===== src/rtl/ep_bank_pkg.sv =====
`timescale 1ns/1ps
package ep_bank_pkg;

    localparam logic [1:0] TOG_DATA0 = 2'b00;
    localparam logic [1:0] TOG_DATA1 = 2'b01;

    typedef struct packed {
        logic [1:0] bank;
        logic [1:0] busy;
        logic [1:0] tog;
        logic       shrt;
    } ep_state_t;

    function automatic logic [1:0] bank_step(input logic [1:0] cur, input logic [1:0] last);
        return (cur == last) ? 2'b00 : cur + 2'b01;
    endfunction

endpackage


===== src/rtl/ep_release_pipe.sv =====
`timescale 1ns/1ps
module ep_release_pipe #(
    parameter int LAT = 2
) (
    input  logic clk,
    input  logic rst_n,
    input  logic strobe_i,
    output logic fire_o
);
    logic [LAT-1:0] sr_q;
    logic [LAT-1:0] sr_d;

    generate
        if (LAT == 1) begin : g_one
            always_comb sr_d = strobe_i;
        end else begin : g_many
            always_comb sr_d = {sr_q[LAT-2:0], strobe_i};
        end
    endgenerate

    always_ff @(posedge clk or negedge rst_n) begin
        if (!rst_n) sr_q <= '0;
        else        sr_q <= sr_d;
    end

    assign fire_o = sr_q[LAT-1];
endmodule


===== src/rtl/ep_host_eval.sv =====
`timescale 1ns/1ps
module ep_host_eval #(
    parameter int NUM_BANKS = 2,
    parameter int MAX_PKT   = 64,
    localparam int LEN_W    = $clog2(MAX_PKT + 1)
) (
    input  logic             dir_in,
    input  logic             ctrl,
    input  logic [1:0]       busy,
    input  logic             tog_lsb,
    input  logic             tx_ack,
    input  logic             rx_valid,
    input  logic             rx_pid,
    input  logic [LEN_W-1:0] rx_len,
    output logic             out_take,
    output logic             in_pop,
    output logic             short_hit
);
    localparam logic [1:0]       FULL = NUM_BANKS[1:0];
    localparam logic [LEN_W-1:0] MAXL = LEN_W'(MAX_PKT);

    always_comb begin
        out_take  = rx_valid && !dir_in && (busy < FULL) && (rx_pid != tog_lsb);
        in_pop    = tx_ack && dir_in && (busy != 2'b00);
        short_hit = out_take && !ctrl && (rx_len < MAXL);
    end
endmodule


===== src/rtl/ep_irq_gen.sv =====
`timescale 1ns/1ps
module ep_irq_gen #(
    parameter int NUM_BANKS = 2
) (
    input  logic       dir_in,
    input  logic       enable,
    input  logic [1:0] busy,
    output logic       irq_o
);
    localparam logic [1:0] FULL = NUM_BANKS[1:0];

    always_comb begin
        if (dir_in) irq_o = enable && (busy == 2'b00);
        else        irq_o = enable && (busy == FULL);
    end
endmodule


===== src/rtl/usb_ep_bank_tracker.sv =====
`timescale 1ns/1ps
module usb_ep_bank_tracker
    import ep_bank_pkg::*;
#(
    parameter int NUM_BANKS   = 2,
    parameter int MAX_PKT     = 64,
    parameter int RELEASE_LAT = 2,
    localparam int LEN_W      = $clog2(MAX_PKT + 1)
) (
    input  logic             clk,
    input  logic             rst_n,
    input  logic             cfg_dir_in,
    input  logic             cfg_ctrl,
    input  logic             busy_irq_en,
    input  logic             cpu_release,
    input  logic             tx_ack,
    input  logic             rx_valid,
    input  logic             rx_pid,
    input  logic [LEN_W-1:0] rx_len,
    output logic [1:0]       cur_bank,
    output logic [1:0]       busy_cnt,
    output logic [1:0]       data_tog,
    output logic             short_pkt,
    output logic             ep_irq,
    output logic             rx_accept
);
    localparam logic [1:0] FULL = NUM_BANKS[1:0];
    localparam logic [1:0] LAST = FULL - 2'b01;

    ep_state_t st_q, st_d;
    logic rel_fire, out_take, in_pop, short_hit;
    logic push, pop, adv;

    ep_release_pipe #(.LAT(RELEASE_LAT)) u_pipe (
        .clk      (clk),
        .rst_n    (rst_n),
        .strobe_i (cpu_release),
        .fire_o   (rel_fire)
    );

    ep_host_eval #(.NUM_BANKS(NUM_BANKS), .MAX_PKT(MAX_PKT)) u_host (
        .dir_in    (cfg_dir_in),
        .ctrl      (cfg_ctrl),
        .busy      (st_q.busy),
        .tog_lsb   (st_q.tog[0]),
        .tx_ack    (tx_ack),
        .rx_valid  (rx_valid),
        .rx_pid    (rx_pid),
        .rx_len    (rx_len),
        .out_take  (out_take),
        .in_pop    (in_pop),
        .short_hit (short_hit)
    );

    always_comb begin
        st_d = st_q;
        if (cfg_dir_in) begin
            push = rel_fire && (st_q.busy < FULL);
            pop  = in_pop;
            adv  = push;
        end else begin
            push = out_take;
            pop  = rel_fire && (st_q.busy != 2'b00);
            adv  = pop;
        end
        st_d.busy = st_q.busy + {1'b0, push} - {1'b0, pop};
        if (adv) st_d.bank = bank_step(st_q.bank, LAST);
        if (cfg_dir_in && in_pop) st_d.tog = {1'b0, ~st_q.tog[0]};
        if (out_take)             st_d.tog = {1'b0, rx_pid};
        if (short_hit)                st_d.shrt = 1'b1;
        else if (!cfg_dir_in && pop)  st_d.shrt = 1'b0;
    end

    always_ff @(posedge clk or negedge rst_n) begin
        if (!rst_n) begin
            st_q.bank <= 2'b00;
            st_q.busy <= 2'b00;
            st_q.tog  <= TOG_DATA1;
            st_q.shrt <= 1'b0;
        end else begin
            st_q <= st_d;
        end
    end

    ep_irq_gen #(.NUM_BANKS(NUM_BANKS)) u_irq (
        .dir_in (cfg_dir_in),
        .enable (busy_irq_en),
        .busy   (st_q.busy),
        .irq_o  (ep_irq)
    );

    assign cur_bank  = cfg_ctrl ? 2'b00 : st_q.bank;
    assign busy_cnt  = st_q.busy;
    assign data_tog  = st_q.tog;
    assign short_pkt = st_q.shrt;
    assign rx_accept = out_take;
endmodule


===== config.mk =====
export PLATFORM = sky130hd
export DESIGN_NAME = usb_ep_bank_tracker
export DESIGN_NICKNAME = d
export VERILOG_FILES = /design/src/rtl/ep_bank_pkg.sv /design/src/rtl/ep_release_pipe.sv /design/src/rtl/ep_host_eval.sv /design/src/rtl/ep_irq_gen.sv /design/src/rtl/usb_ep_bank_tracker.sv
export SDC_FILE = /design/constraint.sdc
export NUM_CORES = 1
export LEC_CHECK = 0
export BUFFER_PORTS_ARGS = -buffer_cell sky130_fd_sc_hd__buf_4
export CORE_AREA = 2 2 39 41
export DETAILED_ROUTE_END_ITERATION = 8
export DIE_AREA = 0 0 41 43
export PLACE_DENSITY = 0.73
export SYNTH_ARGS = -nofsm -noshare
export SYNTH_HDL_FRONTEND = slang
export SYNTH_HIERARCHICAL = 1
export SYNTH_SLANG_ARGS = --single-unit

===== constraint.sdc =====
create_clock -name clk -period 3 [get_ports clk]
set_input_delay 0.15 -clock clk [delete_from_list [all_inputs] [get_ports clk]]
set_output_delay 0.15 -clock clk [all_outputs]
set_load 0.005 [all_outputs]

==> results of run 1 <==
-- cell type report --
cell class | count | area (um^2)
clock buffers | 4 | 26.28
multi-input cells | 28 | 210.2
flip-flops and latches | 8 | 201.4
fillers | 144 | 767.0
inverters | 3 | 11.26
well taps | 16 | 20.02
repair buffers | 19 | 147.6
-- worst max-delay path, delay by kind of cell (launching register included) --
kind / cells / cell delay [ps]
AOI/OAI and AO/OA: 1 / 110
xor gates and xnor gates: 2 / 300
adders and majority gates: 2 / 460
buffers and inverters: 1 / 40
DFF: 1 / 470
and+or+nand+nor: 2 / 650
-- synthesized netlist by cell type --
library cell  number  area share, %
nand2_1            4            3.3
conb_1             1           0.83
o211a_1            1            2.2
or3b_1             1            1.9
nor2_1             2            1.7
ha_1               2            5.5
dfrtp_1            7             39
xor2_1             1            1.9
a21o_1             1            1.7
dfstp_2            1            5.8
a21oi_1            1            1.1
o21a_1             1            1.7
xnor2_1            5            9.7
inv_1              3            2.5
buf_4              4            6.6
nor3b_1            1            1.7
nor4_2             1            2.8
nor3b_2            1            2.8
nor2b_1            1            1.4
or3_1              1            1.4
nand3_2            1            2.2
o21ai_0            1            1.1
o211ai_1           1            1.7
-- worst paths after layout --
| check | startpoint | to |
|---|---|---|
| setup / recovery | busy_cnt[1] | busy_cnt[1] |
| hold reg to reg | u_pipe/sr_q[0] | u_pipe/sr_q[1] |
| setup reg to reg | busy_cnt[1] | busy_cnt[1] |
| hold / removal | rx_pid | data_tog[0] |
| min in group asynchronous | rst_n | st_q[5] |
| max in group asynchronous | rst_n | data_tog[0] |
-- cell families after synthesis --
group	Yosys count	share of synthesized area, %
AND/OR/NAND/NOR	13	19.06
flip-flops	8	44.48
buffers and inverters	7	9.116
AO/OA/AOI/OAI	6	9.392
XOR/XNOR	6	11.60
adder cells (fa/ha/maj)	2	5.524
other	1	0.8279
-- metal layers --
layer | GRT usage (%) | vias to the layer above
met5 | 0 | -
met1 | 13.95 | 168
li1 | - | 175
met4 | 6.000 | 0
met2 | 18.44 | 14
met3 | 4.712 | 0
-- state kept, by name (all words and copies together), names as in the netlist --
name	cells
u_pipe/sr_q	2
st_q	2
data_tog	1
short_pkt	1
busy_cnt	2
-- placed cells by master, fill, tap and decap left out --
cell	n
a21o_1	1
a21oi_1	1
buf_4	17
clkbuf_1	1
clkbuf_4	3
conb_1	1
dfrtp_1	7
dfstp_2	1
dlygate4sd3_1	2
ha_1	2
inv_1	3
nand2_1	4
nand3_2	1
nor2_1	2
nor2b_1	1
nor3b_1	1
nor3b_2	1
nor4_2	1
o211a_1	1
o211ai_1	1
o21a_1	1
o21ai_0	1
or3_1	1
or3b_1	1
xnor2_1	5
xor2_1	1
-- where the power goes --
| part | internal [W] | total (W) | switching (W) |
|---|---|---|---|
| registers | 0.000148 | 0.000192 | 0.0000444 |
| clock network | 0.0000511 | 0.0000913 | 0.0000402 |
| logic | 0.000110 | 0.000184 | 0.0000737 |
-- repair_timing --
| item | CTS | global route |
|---|---|---|
| hold buffers | 2 | 0 |
| resized for setup | 0 | 0 |
| setup buffers | 0 | 0 |
| hold endpoints to repair | 9 | 0 |
-- through the flow --
step	instances	hold WS [ps]	worst slack (ps)
global route	78	122.7	707.2
CTS	78	127.0	859.5
finish	78	123.7	892.9
global placement	72	-26.13	917.4
detailed placement	72	-26.83	878.2
floorplan	43	-145.6	1001
==> impl_metrics.toml, run 1 <==
[floorplan]
num_rows = 14
die_area_um2 = 1763
num_io_pins = 25
start_util_pct = 32.73
die_w_um = 41
die_h_um = 43
fp.coreArea_um2 = 1384

[global_routing]
antenna_found_initial = 0
grt_max_degree = 10
grt_pass1_vias = 344
grt_pass1_wl_mm = 1.359
grt_remaining_overflow = 0
grt_usage_pct = 12.07

[synthesis]
synth-seq-cells = 8
yosysUniqueCellTypes = 23
avgSynthCellArea_um2 = 10.53
yosys_warnings = 6
synth_area_um2 = 452.9
syn-num-nets = 61
syn_inst = 43
yosysSeqAreaShare_pct = 44.48

[cts]
htreeDepth = 1
cts.sinks = 8
clockBufferDepth = 2
insertion_delay_ps = 250
cts.clk_slew.worst_paths_ps = 60
numCtsBuffers = 3
root_buffer = "clkbuf_4"
cts_tree = "done"

[finish]
final_layout_size_suffix_gt1_share_pct = 38.71
final_area_um2 = 616.8
finalNetCount = 81
final_core_util_pct = 44.57
antennaDiodeCount = 0
area_growth_pct = 36.19

[sta]
slew_viol_final = 0
fin_setup_tns_ps = 0
post-route-min-period_ps = 2107
fin_crit_sh_pct = 70.24
setup_viol = 0
fmax_mhz = 474.6
finalHoldViolations = 0
grt_setup_unrepaired = "no"
finClkSkew_ps = 3.599

[drt]
vias = 357
maxUsedRoutingLayer = "met3"
via_per_inst = 4.577
met3WireLength_um = 59
ant_nets = 0
first_pass_iters = 2
routed_wl_um = 838
wl_met2_um = 444
m1WireLength_um = 333
drc = 0
drt_iter0_drc = 1
routedWlPerCell_um = 10.74

[worst_setup_path]
cp.required_ps = 3180
crit_chain = "or3b_1 > nor2_1 > a21oi_1 > ha_1 > inv_1 > ha_1 > xnor2_1 > xnor2_1"
slowest_stage = "dfrtp_1"
cpPeakStageDelay_ps = 470
worstPathArrival_ps = 2280
crit_type = "flip-flop to flip-flop"
critPathCaptureType = "flip-flop"
r2r_cells = 8
cp-start-kind = "flip-flop"
critPathMaxFanout = 9
r2r_slack_ps = 890

[placement]
place.gp.congestion = 0.6971
port_buffers = 17
postPlaceCellArea_um2 = 570.5
dpl.hpwl_um = 633.6

[min_path]
holdCritPathClass = "primary input to flip-flop"
holdPathStages = 3

[pwr]
power.density_nw_per_um2 = 757.3
p_total_w = 0.0004671
ir_drop_mv = 0.3083
power.leakage_nw = 0.3095

[run_status]
status = "finished clean"

[flow_run]
cap_violations = 0
(Power assumes the default switching activity.)
==> inputs of run 2 (changes only) <==
Clock period 3 ns to 2.2 ns, I/O delays scaled along.
==> run 2 against run 1 <==
Compared with the run above: maximum frequency rose by 5.4%; power increased by 39%; die area did not move; non-clock buffer count increased by 1; critical path depth unchanged; register-to-register slack lost 690 ps; final cell count is 1.3% higher; first-iteration DRC count increased to 3.0 times the previous value; clock-buffer cell count stayed put; design area up 1.2%; largest power group is now combinational logic; highest routed layer unchanged.
==> impl_metrics.toml, run 2 (synthesized netlist as in run 1, its figures left out) <==
[sta]
grt_setup_unrepaired = "no"
finClkSkew_ps = 1.830
post-route-min-period_ps = 2000
setup_viol = 0
fin_crit_sh_pct = 90.90
finalHoldViolations = 0
slew_viol_final = 0
fin_setup_tns_ps = 0
fmax_mhz = 500.0

[drt]
routed_wl_um = 805
vias = 347
drc = 0
drt_iter0_drc = 3
first_pass_iters = 2
via_per_inst = 4.392
ant_nets = 0
routedWlPerCell_um = 10.19

[worst_setup_path]
critPathCaptureType = "flip-flop"
crit_chain = "or3b_1 > nor2_1 > a21oi_1 > ha_1 > inv_1 > ha_1 > xnor2_1 > xnor2_1"
cp.required_ps = 2370
slowest_stage = "or3b_1"
cp-start-kind = "flip-flop"
critPathMaxFanout = 4
cp_num_buf_inv = 1
worstPathArrival_ps = 2170
r2r_end = "busy_cnt[1]"
crit_type = "flip-flop to flip-flop"
path_delay_family = "simple AND/OR/NAND/NOR gates"
r2r_slack_ps = 200
cpPeakStageDelay_ps = 390
timing.rr.start = "busy_cnt[1]"
r2r_cells = 8

[cts]
cts.sinks = 8
numCtsBuffers = 3
cts_tree = "done"
clockBufferDepth = 2
root_buffer = "clkbuf_4"
cts.clk_slew.worst_paths_ps = 60
htreeDepth = 1
cts_setup_buffers = 0
insertion_delay_ps = 250

[placement]
postPlaceCellArea_um2 = 578.1
place.gp.congestion = 0.6883
dpl.cell_count = 73
port_buffers = 17
dpl.hpwl_um = 651.6

[finish]
area_growth_pct = 37.85
final_cell_mix = "buf_4, dfrtp_1, xnor2_1"
layout_commonest_cell = "buf_4"
fin_cells = 79
antennaDiodeCount = 0
finalNetCount = 82
final_area_um2 = 624.3
final_layout_size_suffix_gt1_share_pct = 39.68

[floorplan]
die_h_um = 43
die_area_um2 = 1763
start_util_pct = 32.73
num_io_pins = 25
fp.coreArea_um2 = 1384
die_w_um = 41
num_rows = 14

[min_path]
worstHoldStart = "rx_pid"
hold_end = "data_tog[0]"
holdPathStages = 3
holdCritPathClass = "primary input to flip-flop"

[global_routing]
grt_pass1_wl_mm = 1.304
grt_pass1_vias = 320
grt_usage_pct = 11.48
antenna_found_initial = 0
grt_max_degree = 9
grt_remaining_overflow = 0

[pwr]
power.leakage_nw = 0.3144
power.density_nw_per_um2 = 1043
ir_drop_mv = 0.3965

[run_status]
status = "finished clean"

[flow_run]
cap_violations = 0
-- run 2: cell count changes in the layout (fill, tap and decap cells not counted) --
cell and change:
buf_4 +1
-- run 2: layer usage --
layer | up-vias | wire length (um) | GRT usage [%]
met5 | - | 0 | 0
met4 | 0 | 0 | 6.000
met3 | 0 | 78 | 5.759
met2 | 14 | 367 | 14.37
met1 | 152 | 359 | 15.72
li1 | 181 | - | -
-- run 2: timing repair --
item / CTS / global route
endpoints found under the hold margin: 9 / 0
hold buffers: 2 / 0
gates resized for setup: 0 / 0
-- run 2: worst min-delay path: stages --
cell	delay, ps
buf_4	90
nand2_1	40
o21ai_0	60
-- run 2: metrics by stage --
step	worst slack (ps)	total power, W	util [%]	hold WS [ps]
finish	200.1	0.0006509	45.12	84.31
global route	25.80	0.0007077	45.12	112.7
floorplan	201.2	0.0004393	-	-185.6
CTS	180.2	0.0006626	45.12	81.61
global placement	224.8	0.0005256	41.77	-68.04
detailed placement	196.5	0.0005336	41.77	-65.78
-- run 2: final cells by class --
cell class / instances / area, um^2
fill: 149 / 759.5
multi-input combinational: 28 / 210.2
sequential: 8 / 201.4
timing repair buffer: 20 / 155.1
clock buffer: 4 / 26.28
tap: 16 / 20.02
inverter: 3 / 11.26
-- run 2: power breakdown --
group          leakage, nW  switching, W  internal, W
clock network       0.0150     0.0000525    0.0000696
registers           0.0964     0.0000406     0.000202
logic                0.203      0.000125     0.000162
-- run 2: worst max-delay path by stage --
stage                      from     endpoint  cells past startpoint
finish              busy_cnt[1]  busy_cnt[1]                      8
global route        busy_cnt[1]  busy_cnt[1]                      8
CTS                 busy_cnt[1]  busy_cnt[1]                      8
detailed placement  busy_cnt[1]  busy_cnt[1]                      8
global placement    busy_cnt[1]  busy_cnt[1]                      8
floorplan           busy_cnt[1]  busy_cnt[1]                      8
==> inputs of run 3 (changes only) <==
==> constraint.sdc (replaced) <==
create_clock -name clk -period 1.95 [get_ports clk]
set_input_delay 0.195 -clock clk [delete_from_list [all_inputs] [get_ports clk]]
set_output_delay 0.195 -clock clk [all_outputs]
set_load 0.005 [all_outputs]
==> run 3 against run 2 <==
Compared with the run above: sequential power grew 17%; register-to-register slack lost 70 ps; global-route usage grew 2.5 points; wire length grew 15%; clock power grew 19%; final cell count grew 1.3%; maximum frequency grew 9.7%; clock-buffer cell count is the same; power grew 23%; hold slack lost 49 ps; highest routed layer is now met4.
==> impl_metrics.toml, run 3 (synthesized netlist as in run 1, its figures left out) <==
[worst_setup_path]
worstPathArrival_ps = 1970
cp-start-kind = "flip-flop"
slowest_stage = "or3b_4"
path_delay_family = "simple AND/OR/NAND/NOR gates"
critPathCaptureType = "flip-flop"
critPathMaxFanout = 2
cp_num_buf_inv = 1
cpPeakStageDelay_ps = 420
crit_chain = "or3b_4 > nor2_4 > a21oi_1 > ha_1 > inv_1 > ha_2 > xnor2_2 > xnor2_1"
cp.required_ps = 2100
crit_type = "flip-flop to flip-flop"

[cts]
numCtsBuffers = 3
cts.clk_slew.worst_paths_ps = 60
insertion_delay_ps = 260
htreeDepth = 1
cts_tree = "done"
clockBufferDepth = 2
cts.sinks = 8
root_buffer = "clkbuf_4"

[pwr]
p_sw_share_pct = 35.05
switchingPower_w = 0.0002802
power.density_nw_per_um2 = 1217
ir_drop_mv = 0.7247
pwr-share-seq_pct = 35.3
pwr-share-comb_pct = 46.5
power.leakage_nw = 0.3284
clkPwrFrac_pct = 18.1
p_int_w = 0.0005193

[finish]
finalNetCount = 83
final_layout_size_suffix_gt1_share_pct = 50.00
final_cell_mix = "buf_4, dfrtp_1, nand2_1"
fillers = 129
layout_commonest_cell = "buf_4"
antennaDiodeCount = 0
area_growth_pct = 45.03

[floorplan]
start_util_pct = 32.73
fp.coreArea_um2 = 1384
die_h_um = 43
num_io_pins = 25
num_rows = 14
die_w_um = 41
die_area_um2 = 1763

[flow_run]
cap_violations = 0

[global_routing]
grt_pass1_wl_mm = 1.607
grt_max_degree = 9
grt_pass1_vias = 377
grt_usage_pct = 14.01
antenna_found_initial = 0
grt_remaining_overflow = 0

[sta]
fin_setup_tns_ps = 0
fin_crit_sh_pct = 93.46
finClkSkew_ps = 0.4509
fin_ws_ps = 127.6
setup_viol = 0
finalHoldViolations = 0
slew_viol_final = 0
grt_setup_unrepaired = "no"
post-route-min-period_ps = 1822
fmax_mhz = 548.7

[run_status]
status = "finished clean"

[drt]
ant_nets = 0
routed_wl_um = 923
routedWlPerCell_um = 11.54
via_per_inst = 4.813
vias = 385
first_pass_iters = 3
drt_iter0_drc = 3
drc = 0

[placement]
dpl.hpwl_um = 702.1
post-place-ws_ps = 85.73
port_buffers = 17
place.gp.congestion = 0.6852

[min_path]
holdCritPathClass = "primary input to flip-flop"
[run 3: changes by cell type in the layout (fill, tap and decap cells not counted)]
cell,delta
buf_4,+2
xnor2_1,-2
xnor2_2,+2
dlygate4sd3_1,-1
ha_1,-1
ha_2,+1
nor2_1,-1
nor2_4,+1
or3b_1,-1
or3b_4,+1
[run 3: worst paths after layout]
| check | from | slack (ps) | cells past startpoint | end |
|---|---|---|---|---|
| setup / recovery | busy_cnt[1] | 130 | 8 | busy_cnt[1] |
| hold / removal | cpu_release | 30 | 1 | u_pipe/sr_q[0] |
| setup reg to reg | busy_cnt[1] | 130 | 8 | busy_cnt[1] |
| hold reg to reg | u_pipe/sr_q[0] | 360 | 0 | u_pipe/sr_q[1] |
| max in group asynchronous | rst_n | 1460 | 2 | data_tog[0] |
| min in group asynchronous | rst_n | 280 | 2 | short_pkt |
[run 3: stage by stage]
| step | cells | utilization (%) | area (um^2) | power [W] | hold WS (ps) |
|---|---|---|---|---|---|
| floorplan | 43 | - | 455.4 | 0.0004987 | -100.6 |
| global placement | 74 | 42.50 | 588.1 | 0.0006007 | 17.67 |
| detailed placement | 74 | 42.50 | 588.1 | 0.0006143 | 20.96 |
| CTS | 79 | 45.12 | 624.3 | 0.0007681 | 31.59 |
| global route | 80 | 47.47 | 656.9 | 0.0008706 | 25.50 |
| finish | 80 | 47.47 | 656.9 | 0.0007996 | 34.92 |
[run 3: timing repair]
action / 4_1_cts / 5_1_grt
hold buffers: 1 / 0
hold endpoints to repair: 8 / 0
gates resized for setup: 0 / 5
endpoints found under the setup margin: 0 / 1
setup buffers: 0 / 1
[run 3: power groups by stage]
stage / combinational, W / sequential [W] / clock (W)
floorplan: 0.000214 / 0.000285 / 0
global placement: 0.000325 / 0.000276 / 0
CTS: 0.000338 / 0.000280 / 0.000150
detailed placement: 0.000334 / 0.000280 / 0
finish: 0.000372 / 0.000283 / 0.000145
global route: 0.000416 / 0.000294 / 0.000161
[run 3: layout make-up]
class / instances / area [um^2] / area share [%]
clock buffers: 4 / 26.28 / 4.000
inverters: 3 / 11.26 / 1.714
well taps: 16 / 20.02 / 3.048
multi-input cells: 28 / 237.7 / 36.19
repair buffers: 21 / 160.2 / 24.38
flip-flops and latches: 8 / 201.4 / 30.67
[run 3: layer usage]
layer	share of wire (%)	vias to the layer above	track usage (%)	routed length, um
li1	-	181	-	-
met1	41	177	16.67	375
met2	46	20	20.63	420
met3	9.2	7	6.806	85
met4	4.6	0	6.000	42
met5	0	-	0	0
